File: config.mk
export PLATFORM = sky130hd
export DESIGN_NAME = adc_tpat_path
export DESIGN_NICKNAME = d
export VERILOG_FILES = /design/src/rtl/tpat_pkg.sv /design/src/rtl/tpat_pn_lfsr.sv /design/src/rtl/tpat_user_seq.sv /design/src/rtl/tpat_fmt.sv /design/src/rtl/adc_tpat_path.sv
export SDC_FILE = /design/constraint.sdc
export NUM_CORES = 1
export LEC_CHECK = 0
export BUFFER_PORTS_ARGS = -buffer_cell sky130_fd_sc_hd__buf_4
export CORE_ASPECT_RATIO = 0.8
export CORE_MARGIN = 2
export CORE_UTILIZATION = 45
export CTS_BUF_LIST = sky130_fd_sc_hd__clkbuf_2
export DETAILED_ROUTE_END_ITERATION = 12
export PLACE_DENSITY = 0.77
export SLEW_MARGIN = 20
export SYNTH_ARGS = -nofsm -noshare
export SYNTH_HDL_FRONTEND = slang
export SYNTH_SLANG_ARGS = --single-unit
File: constraint.sdc
create_clock -name clk -period 3.6 [get_ports clk]
set_input_delay 0.72 -clock clk [delete_from_list [all_inputs] [get_ports clk]]
set_output_delay 0.72 -clock clk [all_outputs]
set_load 0.1 [all_outputs]
File: src/rtl/tpat_pkg.sv
package tpat_pkg;
    localparam int DW   = 14;
    localparam int UPW  = 16;

    typedef enum logic [3:0] {
        TM_LIVE   = 4'b0000,
        TM_MID    = 4'b0001,
        TM_PFS    = 4'b0010,
        TM_NFS    = 4'b0011,
        TM_CHECK  = 4'b0100,
        TM_PNL    = 4'b0101,
        TM_PNS    = 4'b0110,
        TM_WTOG   = 4'b0111,
        TM_USER   = 4'b1000,
        TM_BTOG   = 4'b1001,
        TM_SYNC   = 4'b1010,
        TM_WALK   = 4'b1011,
        TM_MIXED  = 4'b1100
    } tmode_e;

    typedef enum logic [1:0] {
        FMT_OB  = 2'b00,
        FMT_TC  = 2'b01,
        FMT_GR  = 2'b10,
        FMT_OB2 = 2'b11
    } fmt_e;

    typedef enum logic [1:0] {
        SQ_ONE_LOOP  = 2'b00,
        SQ_PAIR_LOOP = 2'b01,
        SQ_ONE_ONCE  = 2'b10,
        SQ_PAIR_ONCE = 2'b11
    } useq_e;

    typedef enum logic [1:0] {
        SQ_FIRST  = 2'd0,
        SQ_SECOND = 2'd1,
        SQ_DONE   = 2'd2
    } seq_st_e;

    // alternating bits; odd=1 sets the odd positions
    function automatic logic [DW-1:0] alt_bits(input logic odd);
        logic [DW-1:0] r;
        for (int i = 0; i < DW; i++) r[i] = (i % 2 == 1) ? odd : ~odd;
        return r;
    endfunction

    // groups of four set bits at positions 2..5 of every byte
    function automatic logic [DW-1:0] mixed_bits();
        logic [DW-1:0] r;
        for (int i = 0; i < DW; i++) r[i] = ((i % 8) >= 2) && ((i % 8) <= 5);
        return r;
    endfunction
endpackage

File: src/rtl/tpat_pn_lfsr.sv
module tpat_pn_lfsr #(
    parameter int LEN   = 23,
    parameter int TAP   = 18,
    parameter int OUT_W = 14
) (
    input  logic             clk,
    input  logic             rst_n,
    input  logic             clr,
    input  logic             adv,
    output logic [OUT_W-1:0] word
);
    logic [LEN-1:0] st;
    logic [LEN-1:0] st_nx;

    always_comb begin
        st_nx = {st[LEN-2:0], st[LEN-1] ^ st[TAP-1]};
    end

    always_ff @(posedge clk or negedge rst_n) begin
        if (!rst_n)    st <= '1;
        else if (clr)  st <= '1;
        else if (adv)  st <= st_nx;
    end

    // output bit i takes register bit counted down from the MSB, wrapping
    // around the register when it is shorter than the word
    for (genvar i = 0; i < OUT_W; i++) begin : g_map
        localparam int SRC = (LEN - 1) - ((OUT_W - 1 - i) % LEN);
        assign word[i] = st[SRC];
    end
endmodule

File: src/rtl/tpat_user_seq.sv
module tpat_user_seq
    import tpat_pkg::*;
(
    input  logic       clk,
    input  logic       rst_n,
    input  logic       step,
    input  logic       restart,
    input  logic [1:0] seq_mode,
    output logic       sel_b,
    output logic       done
);
    seq_st_e st, eff, nxt;
    useq_e   mode;

    assign mode = useq_e'(seq_mode);

    always_ff @(posedge clk or negedge rst_n) begin
        if (!rst_n)    st <= SQ_FIRST;
        else if (step) st <= nxt;
    end

    always_comb begin
        eff = restart ? SQ_FIRST : st;
        nxt = SQ_FIRST;
        unique case (eff)
            SQ_FIRST: begin
                unique case (mode)
                    SQ_ONE_LOOP:  nxt = SQ_FIRST;
                    SQ_PAIR_LOOP: nxt = SQ_SECOND;
                    SQ_ONE_ONCE:  nxt = SQ_DONE;
                    SQ_PAIR_ONCE: nxt = SQ_SECOND;
                    default:      nxt = SQ_FIRST;
                endcase
            end
            SQ_SECOND: begin
                if (mode == SQ_PAIR_ONCE) nxt = SQ_DONE;
                else                      nxt = SQ_FIRST;
            end
            SQ_DONE:  nxt = SQ_DONE;
            default:  nxt = SQ_FIRST;
        endcase
        sel_b = (eff == SQ_SECOND);
        done  = (eff == SQ_DONE);
    end
endmodule

File: src/rtl/tpat_fmt.sv
module tpat_fmt
    import tpat_pkg::*;
(
    input  logic [DW-1:0] w_in,
    input  logic [1:0]    fmt_sel,
    input  logic          inv,
    output logic [DW-1:0] w_out
);
    logic [DW-1:0] enc;

    always_comb begin
        unique case (fmt_e'(fmt_sel))
            FMT_TC:  enc = w_in ^ (DW'(1) << (DW - 1));
            FMT_GR:  enc = w_in ^ (w_in >> 1);
            default: enc = w_in;
        endcase
        w_out = inv ? ~enc : enc;
    end
endmodule

File: src/rtl/adc_tpat_path.sv
module adc_tpat_path
    import tpat_pkg::*;
#(
    parameter int LONG_LEN  = 23,
    parameter int LONG_TAP  = 18,
    parameter int SHORT_LEN = 9,
    parameter int SHORT_TAP = 5
) (
    input  logic          clk,
    input  logic          rst_n,
    input  logic [DW-1:0] smp_in,
    input  logic          smp_vld,
    input  logic [3:0]    tmode,
    input  logic [1:0]    useq,
    input  logic          pn_long_clr,
    input  logic          pn_short_clr,
    input  logic [7:0]    upat_a_lo,
    input  logic [7:0]    upat_a_hi,
    input  logic [7:0]    upat_b_lo,
    input  logic [7:0]    upat_b_hi,
    input  logic [1:0]    fmt,
    input  logic          inv_en,
    output logic [DW-1:0] dout
);
    localparam int IW = $clog2(DW);
    localparam logic [DW-1:0] MID   = DW'(1) << (DW - 1);
    localparam logic [DW-1:0] SYNCW = (DW'(1) << (DW / 2)) - DW'(1);

    // configuration change detection
    logic [5:0]    cfg_q;
    logic          pend;
    logic          chg;
    logic          restart;
    logic          ph;
    logic          eff_ph;
    logic [IW-1:0] widx;
    logic [IW-1:0] eff_idx;

    assign chg     = ({tmode, useq} != cfg_q);
    assign restart = pend | chg;
    assign eff_ph  = restart ? 1'b0 : ph;
    assign eff_idx = restart ? '0 : widx;

    always_ff @(posedge clk or negedge rst_n) begin
        if (!rst_n) begin
            cfg_q <= '0;
            pend  <= 1'b1;
            ph    <= 1'b0;
            widx  <= '0;
        end else begin
            cfg_q <= {tmode, useq};
            pend  <= smp_vld ? 1'b0 : restart;
            if (smp_vld) begin
                ph   <= ~eff_ph;
                widx <= (eff_idx == IW'(DW - 1)) ? '0 : eff_idx + IW'(1);
            end
        end
    end

    // pseudo-random sources
    logic [DW-1:0] pn_l_word, pn_s_word;

    tpat_pn_lfsr #(.LEN(LONG_LEN), .TAP(LONG_TAP), .OUT_W(DW)) u_pn_long (
        .clk(clk), .rst_n(rst_n), .clr(pn_long_clr), .adv(smp_vld), .word(pn_l_word)
    );

    tpat_pn_lfsr #(.LEN(SHORT_LEN), .TAP(SHORT_TAP), .OUT_W(DW)) u_pn_short (
        .clk(clk), .rst_n(rst_n), .clr(pn_short_clr), .adv(smp_vld), .word(pn_s_word)
    );

    // user-word sequencing
    logic [UPW-1:0] pat_a, pat_b;
    logic           sel_b, seq_done;
    logic [DW-1:0]  user_word;
    logic           unused_lsbs;

    assign pat_a       = {upat_a_hi, upat_a_lo};
    assign pat_b       = {upat_b_hi, upat_b_lo};
    assign unused_lsbs = ^{pat_a[UPW-DW-1:0], pat_b[UPW-DW-1:0]};

    tpat_user_seq u_seq (
        .clk(clk), .rst_n(rst_n),
        .step(smp_vld && (tmode == TM_USER)),
        .restart(restart), .seq_mode(useq),
        .sel_b(sel_b), .done(seq_done)
    );

    always_comb begin
        if (seq_done)   user_word = MID;
        else if (sel_b) user_word = pat_b[UPW-1 -: DW];
        else            user_word = pat_a[UPW-1 -: DW];
    end

    // source selection
    logic [DW-1:0] src;

    always_comb begin
        unique case (tmode)
            TM_LIVE:  src = smp_in;
            TM_MID:   src = MID;
            TM_PFS:   src = '1;
            TM_NFS:   src = '0;
            TM_CHECK: src = alt_bits(~eff_ph);
            TM_PNL:   src = pn_l_word;
            TM_PNS:   src = pn_s_word;
            TM_WTOG:  src = eff_ph ? '0 : '1;
            TM_USER:  src = user_word;
            TM_BTOG:  src = alt_bits(1'b1);
            TM_SYNC:  src = SYNCW;
            TM_WALK:  src = DW'(1) << eff_idx;
            TM_MIXED: src = eff_ph ? ~mixed_bits() : mixed_bits();
            default:  src = MID;
        endcase
    end

    logic [DW-1:0] fmt_word;

    tpat_fmt u_fmt (.w_in(src), .fmt_sel(fmt), .inv(inv_en), .w_out(fmt_word));

    always_ff @(posedge clk or negedge rst_n) begin
        if (!rst_n)       dout <= '0;
        else if (smp_vld) dout <= fmt_word;
    end
endmodule

==> qor.txt, run 1 <==
# setup viols final -> 0
Total GRT Usage -> 24.5%
CP Class -> register to register
DRT antenna net count -> 0
Via/cell ratio -> 6.21
Sequential-to-total area share from yosys stat -> 35.8%
Commonest non-fill, non-tap cell in the layout -> buf_4
Initial Utilization -> 46.9%
Setup tns final -> 0 ns
Max Fclk -> 319 MHz
DRT Pass-1 Iters -> 5
Reg clk slew, reported paths -> 0.19 ns
I/O Buffers -> 69
Net Sw Power -> 0.782 mW
Slew headroom -> 48.2%
Internal Power -> 1.13 mW
DRT Wirelength -> 12500 um
Die Span X -> 113 um
Pwr/cell area -> 376 nW/um2
Req. time, crit path -> 4.09 ns
Share of cells above drive strength 1 -> 28.7%
Number of global-route vias before repair -> 3954
Final WS setup -> 0.466 ns
Post-DR wirelength/cell -> 18.6 um
Depth of the CTS H-tree -> 3
Yosys Warn Count -> 0
Startpoint Class -> register
Fillers -> 839
Post-DP HPWL -> 9200 um
Avg Cell Area, Syn -> 8.85 um2
Multi-input gate area -> 2570 um2
Clock power frac -> 23.1%
Die ar. -> 10400 um2
Synth area leader -> dfstp_2
Layout area overhead -> 18.3%
First-pass GRT wire length -> 19900 um
CTS hold repair buffers -> 0
Post-synth top flop -> dfstp_2
Fin. Hold Viols -> 0
Most frequent cells in the layout -> buf_4, nand2_1, nor2b_1
Layout Utilization -> 55.5%
RePlAce Congestion -> 0.940
Number of remaining DRC errors -> 0
Total CTS buffers -> 9
DP Worst Slack -> 0.0602 ns
Reg-to-reg slack, setup -> 0.47 ns
Gate power share -> 35.0%
Post-route minimum period -> 3.13 ns
Max rail drop VDD -> 0.233 mV
Clk buf depth -> 2
Async S/R FF share, synth -> 100%
Post-CTS Setup Bufs -> 0
Distinct cells, synth -> 71
Max-cap viol count -> 0
Share of the synthesized area in the top cell type -> 20.1%
P_leak -> 2.15 nW
Clock skew -> 0.0209 ns
Slew Limit Fails -> 0
Hold Crit Class -> primary input to asynchronous set/reset pin
Post-synth EDFFs -> 0
Gate Count Post-Synth -> 487
Initial antenna violation count -> 1
Cell Area, Synth -> 4310 um2
Iter 0 DRT Violations -> 389
Syn Nets -> 551
Die Y-Extent -> 91.5 um
I/O pins -> 74
Via Count -> 4178
Core area -> 9190 um2
Clock Latency Late Sink -> 0.54 ns
Grt ovf -> 0
Seq pwr share -> 41.9%
Largest net degree at the start of global routing -> 61
Net Sw Frac -> 40.8%
Least-Margin Pin Slew -> 0.776 ns
CTS tree -> yes
Crit path DAT -> 3.63 ns
RSZ-0062 raised after global routing -> false
CP Capture Type -> register
Post_cts resized -> 0
Peak fanout along the critical path -> 10
Outcome -> finished, final reports clean
Crit share post-route -> 87.0%
#FFs+latches synth -> 60
Register area -> 1540 um2
# clock sinks -> 60
Row count -> 31
Synth area leaders -> dfstp_2, dfrtp_1, a211o_1
CTS root buf -> clkbuf_2
Layout Nets -> 616
-- final cells by class --
cell class              instances  share of cell area, %
diodes                          1                 0.0491
clock buffers                  10                  0.982
clock inverters                 6                   1.23
inverters                      10                  0.736
multi-input cells             379                   50.4
flip-flops and latches         60                   30.3
well taps                     115                   2.82
repair buffers                 92                   13.5
-- logic make-up (layout without fill, tap and decap cells) --
kind of cell | after synthesis | in the layout | share of synthesized area [%]
AOI/OAI and AO/OA | 144 | 144 | 26.1
buffers and inverters | 48 | 118 | 4.64
and+or+nand+nor | 205 | 205 | 26.3
other | 0 | 1 | 0
xor gates and xnor gates | 9 | 9 | 2.00
DFF | 60 | 60 | 35.8
muxes | 17 | 17 | 3.98
adders and majority gates | 4 | 4 | 1.16
-- metrics by stage --
stage               hold slack (ns)  cells  power [mW]  area (um2)
floorplan                     0.424    487        1.27        4310
global placement              0.477    656        1.46        4980
detailed placement            0.478    656        1.48        4980
CTS                           0.224    672        1.93        5090
global route                  0.251    672        2.01        5090
finish                        0.228    673        1.92        5100
-- Yosys cell counts, types with 5 or more instances --
cell type and number:
dfrtp_1 27, and3_1 12, nand2b_1 5, inv_1 9
o31ai_1 9, dfstp_2 33, a21oi_1 25, nor2b_1 38
a211o_1 32, nor2_1 32, o21ai_0 9, o211ai_1 8
or3_1 7, mux2i_1 16, xnor2_1 6, nand2_1 41
nor3_1 11, a31oi_1 5, nor4_1 5, nand3_1 20
nand4_1 9, a22oi_1 8, clkbuf_1 30, a32oi_1 7
-- registers in the layout, indices dropped and copies added, names as in the netlist --
signal         count
u_pn_short.st      9
u_pn_long.st      23
u_seq.st           2
pend               1
cfg_q              6
widx               4
dout              14
ph                 1
-- worst max-delay path, stage by stage (launching register included) --
cell,delay (ns)
dfrtp_1,0.42
xor2_1,0.17
or4_1,0.59
buf_4,0.20
o41ai_4,0.39
buf_4,0.27
a21oi_2,0.09
or3b_4,0.40
a2111oi_2,0.38
a211oi_1,0.09
nand2_1,0.08
-- routing by layer --
metal / global-route usage, % / up-vias / share of wire, %
met5: 0 / - / 0
met2: 37.6 / 177 / 46
li1: - / 1972 / -
met3: 6.07 / 26 / 7.3
met4: 8.13 / 0 / 1.7
met1: 33.8 / 2003 / 45
-- power by group through the flow --
stage / Sequential, mW / Combinational (mW) / Clock (mW)
3_3_place_gp: 0.811 / 0.652 / 0
4_1_cts: 0.802 / 0.668 / 0.461
6_report: 0.803 / 0.670 / 0.443
3_5_place_dp: 0.812 / 0.666 / 0
2_1_floorplan: 0.996 / 0.278 / 0
5_1_grt: 0.811 / 0.714 / 0.486
-- worst paths after layout --
| check | startpoint | end | cells past startpoint |
|---|---|---|---|
| worst max-delay path | cfg_q[1] | dout[8] | 10 |
| worst min-delay path | rst_n | u_seq.st[1] | 1 |
| worst max register to register | cfg_q[1] | dout[8] | 10 |
| worst min register to register | dout[11] | dout[11] | 2 |
| max in group asynchronous | rst_n | dout[7] | 1 |
| min in group clk | useq[1] | cfg_q[1] | 1 |
Note: power is estimated with default switching activity, not from simulation.
==> inputs of run 2 (changes only) <==
Settings changed: CORE_ASPECT_RATIO 0.8 to 0.6, PLACE_DENSITY 0.77 to 0.66.
==> run 2 against run 1 <==
Net effect:
- critical endpoint is now dout[10]
- clock power shrank 2%
- first-iteration DRC count increased by 9.3%
- sequential power about the same
- core utilization rose by 0.25 points
- sequential share of layout area shrank 0.35 points
- non-clock buffer count up 6
- largest power group unchanged
- flip-flop and latch count stayed put
- fmax is 2.8% lower
- count of clock-buffer cells in the layout fell by 1
==> qor.txt, run 2 (same netlist as run 1, synthesis figures left out) <==
Commonest non-fill, non-tap cell in the layout -> buf_4 (unchanged)
Post-route minimum period -> 3.22 ns (was 3.13 ns)
Setup tns final -> 0 ns (unchanged)
Reg clk slew, reported paths -> 0.20 ns (was 0.19 ns)
Total CTS buffers -> 9 (unchanged)
I/O pins -> 74 (unchanged)
Via Count -> 4252 (was 4178)
Pwr/cell area -> 374 nW/um2 (was 376 nW/um2)
Iter 0 DRT Violations -> 425 (was 389)
DRT antenna net count -> 0 (unchanged)
Highest-delay cell along the critical path -> nor4_1 (was or4_1)
Post_cts resized -> 0 (unchanged)
Core area -> 9260 um2 (was 9190 um2)
Post-DP HPWL -> 9920 um (was 9200 um)
DP Worst Slack -> -0.0430 ns (was 0.0602 ns)
CP Class -> register to register (unchanged)
Max Fclk -> 310 MHz (was 319 MHz)
Critical path buffers and inverters -> 0 (was 2)
First-pass GRT wire length -> 20900 um (was 19900 um)
Slew headroom -> 45.7% (was 48.2%)
Worst path cell trace -> xor2_1 -> or4_1 -> nor2_1 -> and3_1 -> ha_1 -> nand2_1 -> nor4_1 -> nor4_1 -> nand2_1 -> and3_1 -> a2111o_1 -> o211ai_1 (was xor2_1 -> or4_1 -> buf_4 -> o41ai_4 -> buf_4 -> a21oi_2 -> or3b_4 -> a2111oi_2 -> a211oi_1 -> nand2_1)
CTS tree -> yes (unchanged)
Via/cell ratio -> 6.14 (was 6.21)
Number of remaining DRC errors -> 0 (unchanged)
Crit path DAT -> 3.71 ns (was 3.63 ns)
Largest Register -> u_pn_long.st (unchanged)
Number of global-route vias before repair -> 3814 (was 3954)
Net Sw Power -> 0.791 mW (was 0.782 mW)
Layout area overhead -> 19.6% (was 18.3%)
Initial Utilization -> 46.6% (was 46.9%)
DRT Pass-1 Iters -> 5 (unchanged)
Die Y-Extent -> 79.8 um (was 91.5 um)
Ant diodes -> 0 (was 1)
Outcome -> finished, final reports clean (unchanged)
Multi-input gate area -> 2570 um2 (unchanged)
Clk buf depth -> 2 (unchanged)
Req. time, crit path -> 4.09 ns (about the same)
Crit share post-route -> 89.6% (was 87.0%)
Post-DR wirelength/cell -> 19.3 um (was 18.6 um)
Clock power frac -> 22.6% (was 23.1%)
Cell Area, Placed -> 5050 um2 (was 4980 um2)
CP peak stage delay -> 0.52 ns (was 0.59 ns)
Clock Latency Late Sink -> 0.54 ns (about the same)
Max rail drop VDD -> 0.266 mV (was 0.233 mV)
P_leak -> 2.17 nW (was 2.15 nW)
Hold slack final -> 0.222 ns (was 0.228 ns)
Seq pwr share -> 41.7% (was 41.9%)
Net Sw Frac -> 41.1% (was 40.8%)
Most frequent cells in the layout -> buf_4, nand2_1, nor2b_1 (unchanged)
Fillers -> 883 (was 839)
Grt ovf -> 0 (unchanged)
Register area -> 1540 um2 (unchanged)
I/O Buffers -> 69 (unchanged)
Clock skew -> 0.0268 ns (was 0.0209 ns)
RePlAce Congestion -> 0.988 (was 0.940)
DRT Wirelength -> 13400 um (was 12500 um)
RSZ-0062 raised after global routing -> false (unchanged)
Total GRT Usage -> 26.8% (was 24.5%)
Depth of the CTS H-tree -> 3 (unchanged)
Post-CTS Setup Bufs -> 0 (unchanged)
Peak fanout along the critical path -> 4 (was 10)
Internal Power -> 1.13 mW (about the same)
Final WS setup -> 0.375 ns (was 0.466 ns)
Max FFs per register -> 23 (unchanged)
Row count -> 27 (was 31)
Slew Limit Fails -> 0 (unchanged)
Max-cap viol count -> 0 (unchanged)
# setup viols final -> 0 (unchanged)
Largest registers -> u_pn_long.st x23, dout x14, u_pn_short.st x9 (unchanged)
# clock sinks -> 60 (unchanged)
Die ar. -> 10400 um2 (about the same)
Crit-path leading delay family -> simple AND/OR/NAND/NOR gates (unchanged)
Startpoint Class -> register (unchanged)
CP Capture Type -> register (unchanged)
Die Span X -> 130 um (was 113 um)
Largest net degree at the start of global routing -> 61 (unchanged)
Layout Utilization -> 55.7% (was 55.5%)
CTS hold repair buffers -> 0 (unchanged)
Hold Crit Class -> primary input to asynchronous set/reset pin (unchanged)
CTS root buf -> clkbuf_2 (unchanged)
Fin. Hold Viols -> 0 (unchanged)
Layout Nets -> 622 (was 616)
Share of cells above drive strength 1 -> 29.1% (was 28.7%)
Initial antenna violation count -> 0 (was 1)
Least-Margin Pin Slew -> 0.812 ns (was 0.776 ns)
Post-route cell area -> 5160 um2 (was 5100 um2)
Gate power share -> 35.7% (was 35.0%)
==> run 2: cell count changes in the layout (fill, tap and decap cells not counted), sizes merged <==
| cell | previous run | this run |
|---|---|---|
| clkbuf | 10 | 9 |
| diode | 1 | 0 |
| clkinv | 3 | 4 |
| buf | 92 | 98 |
==> run 2: power groups by stage <==
stage	logic [mW]	clock network, mW	registers [mW]
3_3_place_gp	0.670	0	0.812
3_5_place_dp	0.679	0	0.814
4_1_cts	0.681	0.452	0.803
6_report	0.687	0.436	0.804
5_1_grt	0.734	0.483	0.812
2_1_floorplan	0.278	0	0.996
==> run 2: worst paths after layout <==
path	start	to	slack (ns)	cells past startpoint
worst max-delay path	cfg_q[1]	dout[10]	0.38	12
worst min-delay path	rst_n	widx[1]	0.22	1
worst max register to register	cfg_q[1]	dout[10]	0.38	12
worst min register to register	dout[11]	dout[11]	0.52	2
max in group asynchronous	rst_n	cfg_q[0]	2.83	1
min in group clk	useq[1]	cfg_q[1]	0.31	1
==> run 2: metrics by stage <==
stage	std cells	power, mW
finish	693	1.93
global route	693	2.03
detailed placement	677	1.49
CTS	693	1.94
floorplan	487	1.27
global placement	677	1.48
==> run 2: area by class of cell <==
type	instances	area share, %
inverters	10	0.728
flip-flops and latches	60	29.9
repair buffers	98	14.3
well taps	130	3.15
clock buffers	9	0.874
clock inverters	7	1.26
multi-input cells	379	49.8
==> run 2: per-layer routing <==
| metal | vias to the layer above | wire (um) | GRT usage, % | share of wire (%) |
|---|---|---|---|---|
| met5 | - | 0 | 0 | 0 |
| met4 | 0 | 158 | 7.34 | 1.2 |
| met3 | 17 | 983 | 5.29 | 7.4 |
| met2 | 174 | 5260 | 35.3 | 39 |
| met1 | 2083 | 6970 | 43.1 | 52 |
| li1 | 1978 | - | - | - |
==> run 2: worst register-to-register path, delay by kind of cell, from the launching register on <==
kind	cells	cell delay, ns
adder cells (fa/ha/maj)	1	0.21
AND/OR/NAND/NOR	8	1.80
flip-flops	1	0.41
XOR/XNOR	1	0.27
AO/OA/AOI/OAI	2	0.48
==> inputs of run 3 (changes only) <==
Settings changed: PLACE_DENSITY 0.66 to 0.67.
==> run 3 against run 2 <==
Net effect:
- critical path depth unchanged
- fmax about the same
- register-to-register slack about the same
- non-clock buffer count decreased by 2
- combinational power decreased by 0.6%
- worst hold slack improved by 0.034 ns
- largest power group unchanged
- highest routed layer unchanged
==> qor.txt, run 3 (same netlist as run 1, synthesis figures left out) <==
Die ar. -> 10400 um2 (unchanged)
Seq pwr share -> 42.0% (was 41.7%)
CTS tree -> yes (unchanged)
First-pass GRT wire length -> 20500 um (was 20900 um)
Net Sw Frac -> 40.9% (was 41.1%)
Ant diodes -> 0 (unchanged)
Internal Power -> 1.13 mW (about the same)
Pwr/cell area -> 373 nW/um2 (was 374 nW/um2)
# clock sinks -> 60 (unchanged)
P_leak -> 2.16 nW (was 2.17 nW)
Layout Nets -> 620 (was 622)
Startpoint Class -> register (unchanged)
# setup viols final -> 0 (unchanged)
GR peak layer -> met1 (unchanged)
Clock power frac -> 22.4% (was 22.6%)
Hold slack final -> 0.256 ns (was 0.222 ns)
I/O Buffers -> 69 (unchanged)
Setup tns final -> 0 ns (unchanged)
Core area -> 9260 um2 (unchanged)
DRT Wirelength -> 13100 um (was 13400 um)
Max rail drop VDD -> 0.327 mV (was 0.266 mV)
Via Count -> 4232 (was 4252)
Share of cells above drive strength 1 -> 28.9% (was 29.1%)
Crit share post-route -> 89.6% (about the same)
Req. time, crit path -> 4.04 ns (was 4.09 ns)
Via/cell ratio -> 6.12 (was 6.14)
RSZ-0062 raised after global routing -> false (unchanged)
Die Span X -> 130 um (unchanged)
CP Class -> register to register (unchanged)
Peak fanout along the critical path -> 4 (unchanged)
DRT antenna net count -> 0 (unchanged)
Largest registers -> u_pn_long.st x23, dout x14, u_pn_short.st x9 (unchanged)
CP Capture Type -> register (unchanged)
Post-route minimum period -> 3.22 ns (about the same)
Number of remaining DRC errors -> 0 (unchanged)
Gate power share -> 35.6% (was 35.7%)
Grt ovf -> 0 (unchanged)
Post-DR wirelength/cell -> 19.0 um (was 19.3 um)
Largest Register -> u_pn_long.st (unchanged)
Commonest non-fill, non-tap cell in the layout -> buf_4 (unchanged)
Total GRT Usage -> 26.1% (was 26.8%)
Outcome -> finished, final reports clean (unchanged)
Fillers -> 928 (was 883)
Met2 Use GR -> 36.3% (was 35.3%)
Max FFs per register -> 23 (unchanged)
Slew headroom -> 39.3% (was 45.7%)
CTS hold repair buffers -> 0 (unchanged)
Initial Utilization -> 46.6% (unchanged)
Net Sw Power -> 0.784 mW (was 0.791 mW)
Clock skew -> 0.0290 ns (was 0.0268 ns)
Clk buf depth -> 2 (unchanged)
Post-DP HPWL -> 9790 um (was 9920 um)
Layout Utilization -> 55.5% (was 55.7%)
Row count -> 27 (unchanged)
Least-Margin Pin Slew -> 0.907 ns (was 0.812 ns)
Fin. Hold Viols -> 0 (unchanged)
CTS root buf -> clkbuf_2 (unchanged)
Reg clk slew, reported paths -> 0.20 ns (about the same)
Number of global-route vias before repair -> 3812 (was 3814)
Crit path DAT -> 3.67 ns (was 3.71 ns)
RePlAce Congestion -> 0.974 (was 0.988)
Tot Pwr -> 1.92 mW (was 1.93 mW)
Reg-to-reg slack, setup -> 0.38 ns (about the same)
Total CTS buffers -> 9 (unchanged)
Max-cap viol count -> 0 (unchanged)
Slew Limit Fails -> 0 (unchanged)
Depth of the CTS H-tree -> 3 (unchanged)
Iter 0 DRT Violations -> 313 (was 425)
Post-route cell area -> 5140 um2 (was 5160 um2)
I/O pins -> 74 (unchanged)
Max Fclk -> 310 MHz (about the same)
Post_cts resized -> 0 (unchanged)
Post-CTS Setup Bufs -> 0 (unchanged)
Initial antenna violation count -> 0 (unchanged)
Cell Area, Placed -> 5030 um2 (was 5050 um2)
M3 GR Usage -> 5.97% (was 5.29%)
DRT Pass-1 Iters -> 5 (unchanged)
Clock Latency Late Sink -> 0.52 ns (was 0.54 ns)
Most frequent cells in the layout -> buf_4, nand2_1, nor2b_1 (unchanged)
Die Y-Extent -> 79.8 um (unchanged)
Met1 GRT Util -> 40.9% (was 43.1%)
Largest net degree at the start of global routing -> 61 (unchanged)
Layout area overhead -> 19.3% (was 19.6%)
Multi-input gate area -> 2570 um2 (unchanged)
Hold Crit Class -> primary input to asynchronous set/reset pin (unchanged)
Register area -> 1540 um2 (unchanged)
-- run 3: stage by stage --
stage / std cells / setup WS, ns
after global routing: 691 / 0.207
after floorplan: 487 / 0.188
after detailed placement: 675 / -0.0679
after CTS: 691 / 0.443
final: 691 / 0.376
after global placement: 675 / 0.0611
-- run 3: worst max-delay path: stages, from the launching register on --
cell	delay, ns
dfrtp_1	0.40
xor2_1	0.27
or4_1	0.32
nor2_1	0.15
and3_1	0.22
ha_1	0.22
nand2_1	0.08
nor4_1	0.05
nor4_1	0.51
nand2_1	0.23
and3_1	0.24
a2111o_1	0.38
o211ai_1	0.10
-- run 3: path summary, 6_finish.rpt --
kind / startpoint / to / cells past startpoint
max: cfg_q[1] / dout[10] / 12
min: rst_n / dout[8] / 1
max reg2reg: cfg_q[1] / dout[10] / 12
min reg2reg: dout[11] / dout[11] / 2
max in group asynchronous: rst_n / cfg_q[2] / 1
min in group clk: useq[1] / cfg_q[1] / 1
-- run 3: area by class of cell --
type / count / area share [%]
multi-input combinational: 379 / 49.9
timing repair buffer: 96 / 14.0
clock buffer: 9 / 0.876
tap: 130 / 3.16
clock inverter: 7 / 1.27
inverter: 10 / 0.730
sequential: 60 / 30.0
-- run 3: layer usage --
layer / vias up / wire, um
li1: 1973 / -
met3: 18 / 1170
met4: 0 / 141
met1: 2051 / 6570
met2: 190 / 5240
met5: - / 0
-- run 3: power by group through the flow --
stage / sequential (mW) / combinational, mW / clock, mW
6_report: 0.806 / 0.683 / 0.429
5_1_grt: 0.813 / 0.730 / 0.468
4_1_cts: 0.804 / 0.677 / 0.444
3_5_place_dp: 0.815 / 0.675 / 0
3_3_place_gp: 0.812 / 0.665 / 0
2_1_floorplan: 0.996 / 0.278 / 0
